## src/rtl/dual_mac.sv

```systemverilog
module dual_mac #(
  parameter int OPW  = 16,
  parameter int ACCW = 40
) (
  input  logic             clk,
  input  logic             rst_n,
  input  logic             en,
  input  logic [1:0]       op,
  input  logic             acc_sel,
  input  logic             a_signed,
  input  logic             b_signed,
  input  logic [OPW-1:0]   a,
  input  logic [OPW-1:0]   b,
  input  logic             bank_swap,
  output logic [ACCW-1:0]  acc_out,
  output logic [OPW-1:0]   sat_out,
  output logic             ovf
);
  localparam int PW = 2*OPW + 2;
  localparam int LO = 2*OPW - 1;
  localparam logic [1:0] OP_LOAD = 2'd0, OP_ADD = 2'd1, OP_SUB = 2'd2, OP_CLR = 2'd3;
  localparam logic [OPW-1:0] POS_MAX = {1'b0, {(OPW-1){1'b1}}};
  localparam logic [OPW-1:0] NEG_MAX = {1'b1, {(OPW-1){1'b0}}};

  logic [ACCW-1:0] acc_q [2][2];
  logic            bank_q;
  logic [ACCW-1:0] nxt;

  wire signed [OPW:0]  ax   = {a_signed & a[OPW-1], a};
  wire signed [OPW:0]  bx   = {b_signed & b[OPW-1], b};
  wire signed [PW-1:0] prod = ax * bx;
  wire [ACCW-1:0]      prod_x = {{(ACCW-PW){prod[PW-1]}}, prod};
  wire [ACCW-1:0]      cur  = acc_q[bank_q][acc_sel];

  always_comb begin
    case (op)
      OP_LOAD: nxt = prod_x;
      OP_ADD:  nxt = cur + prod_x;
      OP_SUB:  nxt = cur - prod_x;
      default: nxt = '0;
    endcase
  end

  always_ff @(posedge clk) begin
    if (!rst_n) begin
      bank_q <= 1'b0;
      for (int k = 0; k < 2; k++)
        for (int j = 0; j < 2; j++)
          acc_q[k][j] <= '0;
    end else begin
      if (en) acc_q[bank_q][acc_sel] <= nxt;
      if (bank_swap) bank_q <= ~bank_q;
    end
  end

  wire [ACCW-LO-1:0] top = cur[ACCW-1:LO];
  assign acc_out = cur;
  assign ovf     = !((&top) || !(|top));
  assign sat_out = ovf ? (cur[ACCW-1] ? NEG_MAX : POS_MAX) : cur[LO:OPW];

  a_r8_swap_toggles: assert property (@(posedge clk) disable iff (!rst_n)
    bank_swap |=> bank_q != $past(bank_q));
  a_r12_idle_hold: assert property (@(posedge clk) disable iff (!rst_n)
    (!en && !bank_swap) |=> ($stable(acc_sel) -> $stable(acc_out)));
  a_r5_clear_zero: assert property (@(posedge clk) disable iff (!rst_n)
    (en && op == OP_CLR && !bank_swap) |=> ($stable(acc_sel) -> acc_out == '0));
  a_r3_add_sum: assert property (@(posedge clk) disable iff (!rst_n)
    (en && op == OP_ADD && !bank_swap) |=>
      ($stable(acc_sel) -> acc_out == $past(acc_out) + $past(prod_x)));
  a_r11_clamp: assert property (@(posedge clk) disable iff (!rst_n)
    ovf |-> (sat_out == POS_MAX || sat_out == NEG_MAX));
endmodule

```

## config.mk

```make
export PLATFORM = sky130hd
export DESIGN_NAME = dual_mac
export DESIGN_NICKNAME = d
export VERILOG_FILES = /design/src/rtl/dual_mac.sv
export SDC_FILE = /design/constraint.sdc
export NUM_CORES = 1
export LEC_CHECK = 0
export ABC_AREA = 1
export BUFFER_PORTS_ARGS = -buffer_cell sky130_fd_sc_hd__buf_2
export CAP_MARGIN = 10
export CORE_ASPECT_RATIO = 0.9
export CORE_MARGIN = 5
export CORE_UTILIZATION = 40
export CTS_CLUSTER_SIZE = 25
export DETAILED_ROUTE_END_ITERATION = 12
export GPL_ROUTABILITY_DRIVEN = 1
export HOLD_SLACK_MARGIN = 0.15
export PLACE_DENSITY = 0.57
export SYNTH_ARGS = -nofsm -noshare
export SYNTH_HDL_FRONTEND = slang
export SYNTH_SLANG_ARGS = --single-unit
```

## constraint.sdc

```tcl
create_clock -name clk -period 11.4 [get_ports clk]
set_clock_uncertainty 0.2 [all_clocks]
set_input_delay 2.28 -clock clk [delete_from_list [all_inputs] [get_ports clk]]
set_output_delay 2.28 -clock clk [all_outputs]
set_load 0.05 [all_outputs]
```

# == Word-level counts from Yosys, hierarchy flattened ==
# Memories as Yosys holds them, arrays and structs flattened. A register that Yosys moved wholly into a read port is not among the register bits.
# Cells that the tools add are included.
# word_totals
regBits,1
latchBits,0
mem_bits_rw,160
romBits,0
output_inout_bits,57
word_cells,38
memories,1
# mem_list
memory,depth,width,read_ports,rd_ports_with_merged_regs,write_ports,line_no,text
acc_q,2,80,1,1,2,25,logic [ACCW-1:0] acc_q [2][2];
# op_classes
n_addsub,2
mul,1
div,0
order_cmp,2
n_eq_ne,2
n_shift,0
muxes,17
bitwise_logic,4
reduce_logical,8
# op_table
cell,n
$mux W80,3
$mux W40,4
$pmux W40 S3,1
$reduce_or A80 Y1,1
$add A40 B40 Y40,1
$demux W40 S1,1
$sub A40 B40 Y40,1
$mul A17 B17 Y34,1
$mux W16,2
$reduce_and A9 Y1,1
$reduce_or A9 Y1,1
$mux W1,6
$and A1 B1 Y1,2
$eq A2 B1 Y1 const B,1
$eq A2 B2 Y1 const B,1
$ge A2 B2 Y1 const B,1
$logic_not A1 Y1,2
$logic_not A2 Y1,1
$lt A2 B1 Y1 const B,1
$not A1 Y2,1
$logic_and A1 B1 Y1,1
$logic_or A1 B1 Y1,1
$not A1 Y1,1

# == Longest topological paths before layout ==
# depth
word_depth,8
depth_mapped,52
depth_no_buf,50

# == Least setup slack after synthesis ==
# OpenSTA, ideal clock, no wires.
# synth_path
path_type,input port to flip-flop
from,in a[15]
to,mem acc_q[0][79] (netlist name) (data pin)
setup_ps,266
arrival_time_ps,9801
t_required_ps,10934
path_slack_ps,1133
path_stages,44
n_path_buf,2
cell_sequence,clkbuf_1 -> nand2_1 -> inv_1 -> clkbuf_1 -> nand2_1 -> inv_1 -> fa_1 -> fa_1 -> inv_1 -> fa_1 -> fa_1 -> inv_1 -> fa_1 -> fa_1 -> ha_1 -> nand2_1 -> nor2_1 -> and3_1 -> [... 8 more ...] -> nand2_1 -> o21ai_0 -> ha_1 -> nand2_1 -> nor2_1 -> inv_1 -> nor2_1 -> inv_1 -> nor3_1 -> nand4_1 -> nand3_1 -> xor2_1 -> inv_1 -> nand3_1 -> nand3_1 -> nand2_1 -> nand2_2 -> nor2_1
# synth_lines
element,line_no,text
from (decl),12,"input logic [OPW-1:0] a,"
to (decl),25,

==> metrics.md <==
| Metric | Value |
|---|---|
| Share of layout cells above drive strength 1 | 8.65% |
| Port Buf Inserts | 97 |
| # diodes | 0 |
| Die area | 62400 µm² |
| Max_cap viols | 0 |
| Max H-tree Level | 4 |
| Max Buffers Root-to-Sink | 2 |
| Async set or reset register ratio after synthesis | 0% |
| Final Hold Fails | 0 |
| Area Overhead vs Synth | 8.36% |
| Avg Cell Area, Syn | 7.56 µm² |
| Clock Latency Late Sink | 450 ps |
| DRC Markers | 0 |
| Fin. max-slew vios | 0 |
| Synthesized net count | 3507 |
| Count of different cell masters after synthesis | 49 |
| Iter 0 DRT Violations | 1683 |
| Total Routing Usage GR | 21.9% |
| Crit path max fanout | 8 |
| Initial antenna violation count | 0 |
| Total core area | 57000 µm² |
| First-pass DRT Iterations | 6 |
| Die width | 263 µm |
| Status | completed |
| Crit path top cell by count | inv_1 |
| Fillers | 5858 |
| HP Class | reg -> reg |
| IO Pins | 98 |
| Final Setup Violations | 0 |
| CTS Buf Count | 17 |
| CP endpoint kind | register |
| CP Data Arrival Time | 11020 ps |
| Worst slew margin | 25.2% |
| Routed len/inst | 17.5 µm |
| Vias in the first global route | 20100 |
| Post-route clock period utilization | 95.8% |
| Clk sink count | 162 |
| First-pass GRT wire length | 110 mm |
| Area share of the largest cell type after synthesis | 25.9% |
| HPWL after DPL | 53.4 mm |
| Seq cells post-synth | 162 |
| DR vias | 19500 |
| Hold-fix buffers, CTS | 0 |
| Final #Nets | 3541 |
| Crit path required time | 11500 ps |
| CTS tree | built |
| Total grt overflow | 0 |
| Minimum clock period | 10930 ps |
| Slowest CP cell | fa_1 |
| RePlAce Congestion | 0.965 |
| Clock Pin Slew Worst Setup and Hold Paths | 60 ps |
| Initial core utilization | 40.3% |
| Slew at the pin with the worst max-slew slack | 1120 ps |
| Largest net degree at the start of global routing | 81 |
| Die Y | 237 µm |
| CP Launch Type | input pin |
| Most common cell in the netlist | nand2_1 |
| Fmax | 91.5 MHz |
| Worst setup path class | in -> reg |
| Mapped cell area | 23000 µm² |
| Post-synth EDFFs | 160 |
| Main flop type after synthesis | edfxtp_1 |
| Post-synth top cells | 727 x nand2_1, 697 x inv_1, 326 x nor2_1, 297 x fa_1, 160 x edfxtp_1 |
| YS warnings | 0 |
| Root Buffer | clkbuf_16 |
| Antenna-violating nets left | 0 |
| Drt total wl | 67.4 mm |
| TNS Setup | 0 ps |
| Max incr delay on CP | 670 ps |
| Cells after Synth | 3041 |
| Vias per inst | 5.06 |
| Num rows | 83 |
| Register area share after synthesis | 21.1% |
| Top cell type by total area after synthesis | fa_1 |
| Area contributors post-synth | fa_1 26%, edfxtp_1 21%, nand2_1 12%, inv_1 11%, ha_1 7.0% |
==> through the flow <==
| stage | instances | hold WS [ps] | instance area, µm² | util [%] | worst slack, ps |
|---|---|---|---|---|---|
| 6_report | 3853 | 378 | 24900 | 43.7 | 474 |
| 5_1_grt | 3853 | 404 | 24900 | 43.7 | -3.83 |
| 4_1_cts | 3849 | 374 | 24800 | 43.6 | 214 |
| 3_5_place_dp | 3817 | 360 | 24200 | 42.5 | -195 |
| 3_3_place_gp | 3817 | 340 | 24200 | 42.5 | -222 |
| 2_1_floorplan | 3041 | 322 | 23000 | - | 1130 |
==> final timing paths <==
| path | start | endpoint | slack [ps] | depth (start not counted) |
|---|---|---|---|---|
| worst max-delay path | a[15] | acc_q[0][79] | 470 | 45 |
| worst min-delay path | bank_q | bank_q | 380 | 3 |
| worst max register to register | register | acc_q[0][21] | 6360 | 17 |
| worst min register to register | bank_q | bank_q | 380 | 3 |
==> cells in the final DEF (no fill, tap or decap), types with 5 or more instances in the layout <==
cell type | synthesis | final
ha_1 | 128 | 126
clkbuf_16 | 0 | 17
xor2_1 | 41 | 41
o21ai_1 | 7 | 8
o21ai_0 | 143 | 142
nand4_1 | 21 | 21
nor3_2 | 5 | 6
fa_1 | 297 | 296
buf_4 | 2 | 37
nand3_2 | 5 | 7
inv_1 | 697 | 696
edfxtp_1 | 160 | 160
inv_2 | 12 | 13
nor4_1 | 5 | 5
a21oi_1 | 85 | 85
xnor2_1 | 11 | 11
a31oi_1 | 20 | 20
or2_2 | 14 | 14
nor2_1 | 326 | 322
o22ai_1 | 41 | 41
nor2_2 | 19 | 22
nand3_1 | 69 | 67
buf_2 | 8 | 96
a32oi_1 | 6 | 6
a21o_1 | 10 | 10
nor3_1 | 12 | 11
nand2_1 | 727 | 722
nand2_2 | 16 | 20
==> layout make-up <==
cell class | count | area (µm²) | share of cell area [%]
multi-input cells | 2049 | 15100 | 60.5
flip-flops and latches | 162 | 4850 | 19.5
inverters | 711 | 2670 | 10.7
well taps | 765 | 957 | 3.84
repair buffers | 134 | 766 | 3.07
clock buffers | 17 | 425 | 1.71
clock inverters | 15 | 181 | 0.728
==> sequential cells by signal, indices dropped and copies added, names as in the netlist, named ones only <==
name,cells
acc_q,160
bank_q,1
==> critical path, delay by kind of cell <==
family / cells / cell delay, ps
AOI/OAI and AO/OA: 3 / 430
xor gates and xnor gates: 1 / 230
adders and majority gates: 8 / 3840
buffers and inverters: 13 / 1330
and+or+nand+nor: 20 / 2920
==> logic make-up (layout without fill, tap and decap cells) <==
logic type | after synthesis | after routing | synth area share [%]
buffers and inverters | 830 | 877 | 13.6
adder cells (fa/ha/maj) | 425 | 425 | 32.8
AO/OA/AOI/OAI | 328 | 328 | 7.89
AND/OR/NAND/NOR | 1238 | 1238 | 22.2
XOR/XNOR | 58 | 58 | 2.41
flip-flops | 162 | 162 | 21.1
==> per-layer routing <==
metal  wire length [µm]  vias to the layer above  part of all wire, %  GRT usage [%]
met2              30700                      565                   45           35.6
li1                   -                     9278                    -              -
met4                922                        0                  1.4           3.79
met3               4370                       57                  6.5           2.88
met5                  0                        -                    0              0
met1              31500                     9609                   47           32.1
==> repair_timing <==
| item | CTS | global route |
|---|---|---|
| endpoints found under the setup margin | 0 | 44 |
| resized for setup | 0 | 15 |
| setup buffers | 0 | 4 |
Power is not shown: default switching activity piles up to over one toggle a cycle in this logic, so the estimate is an artifact.
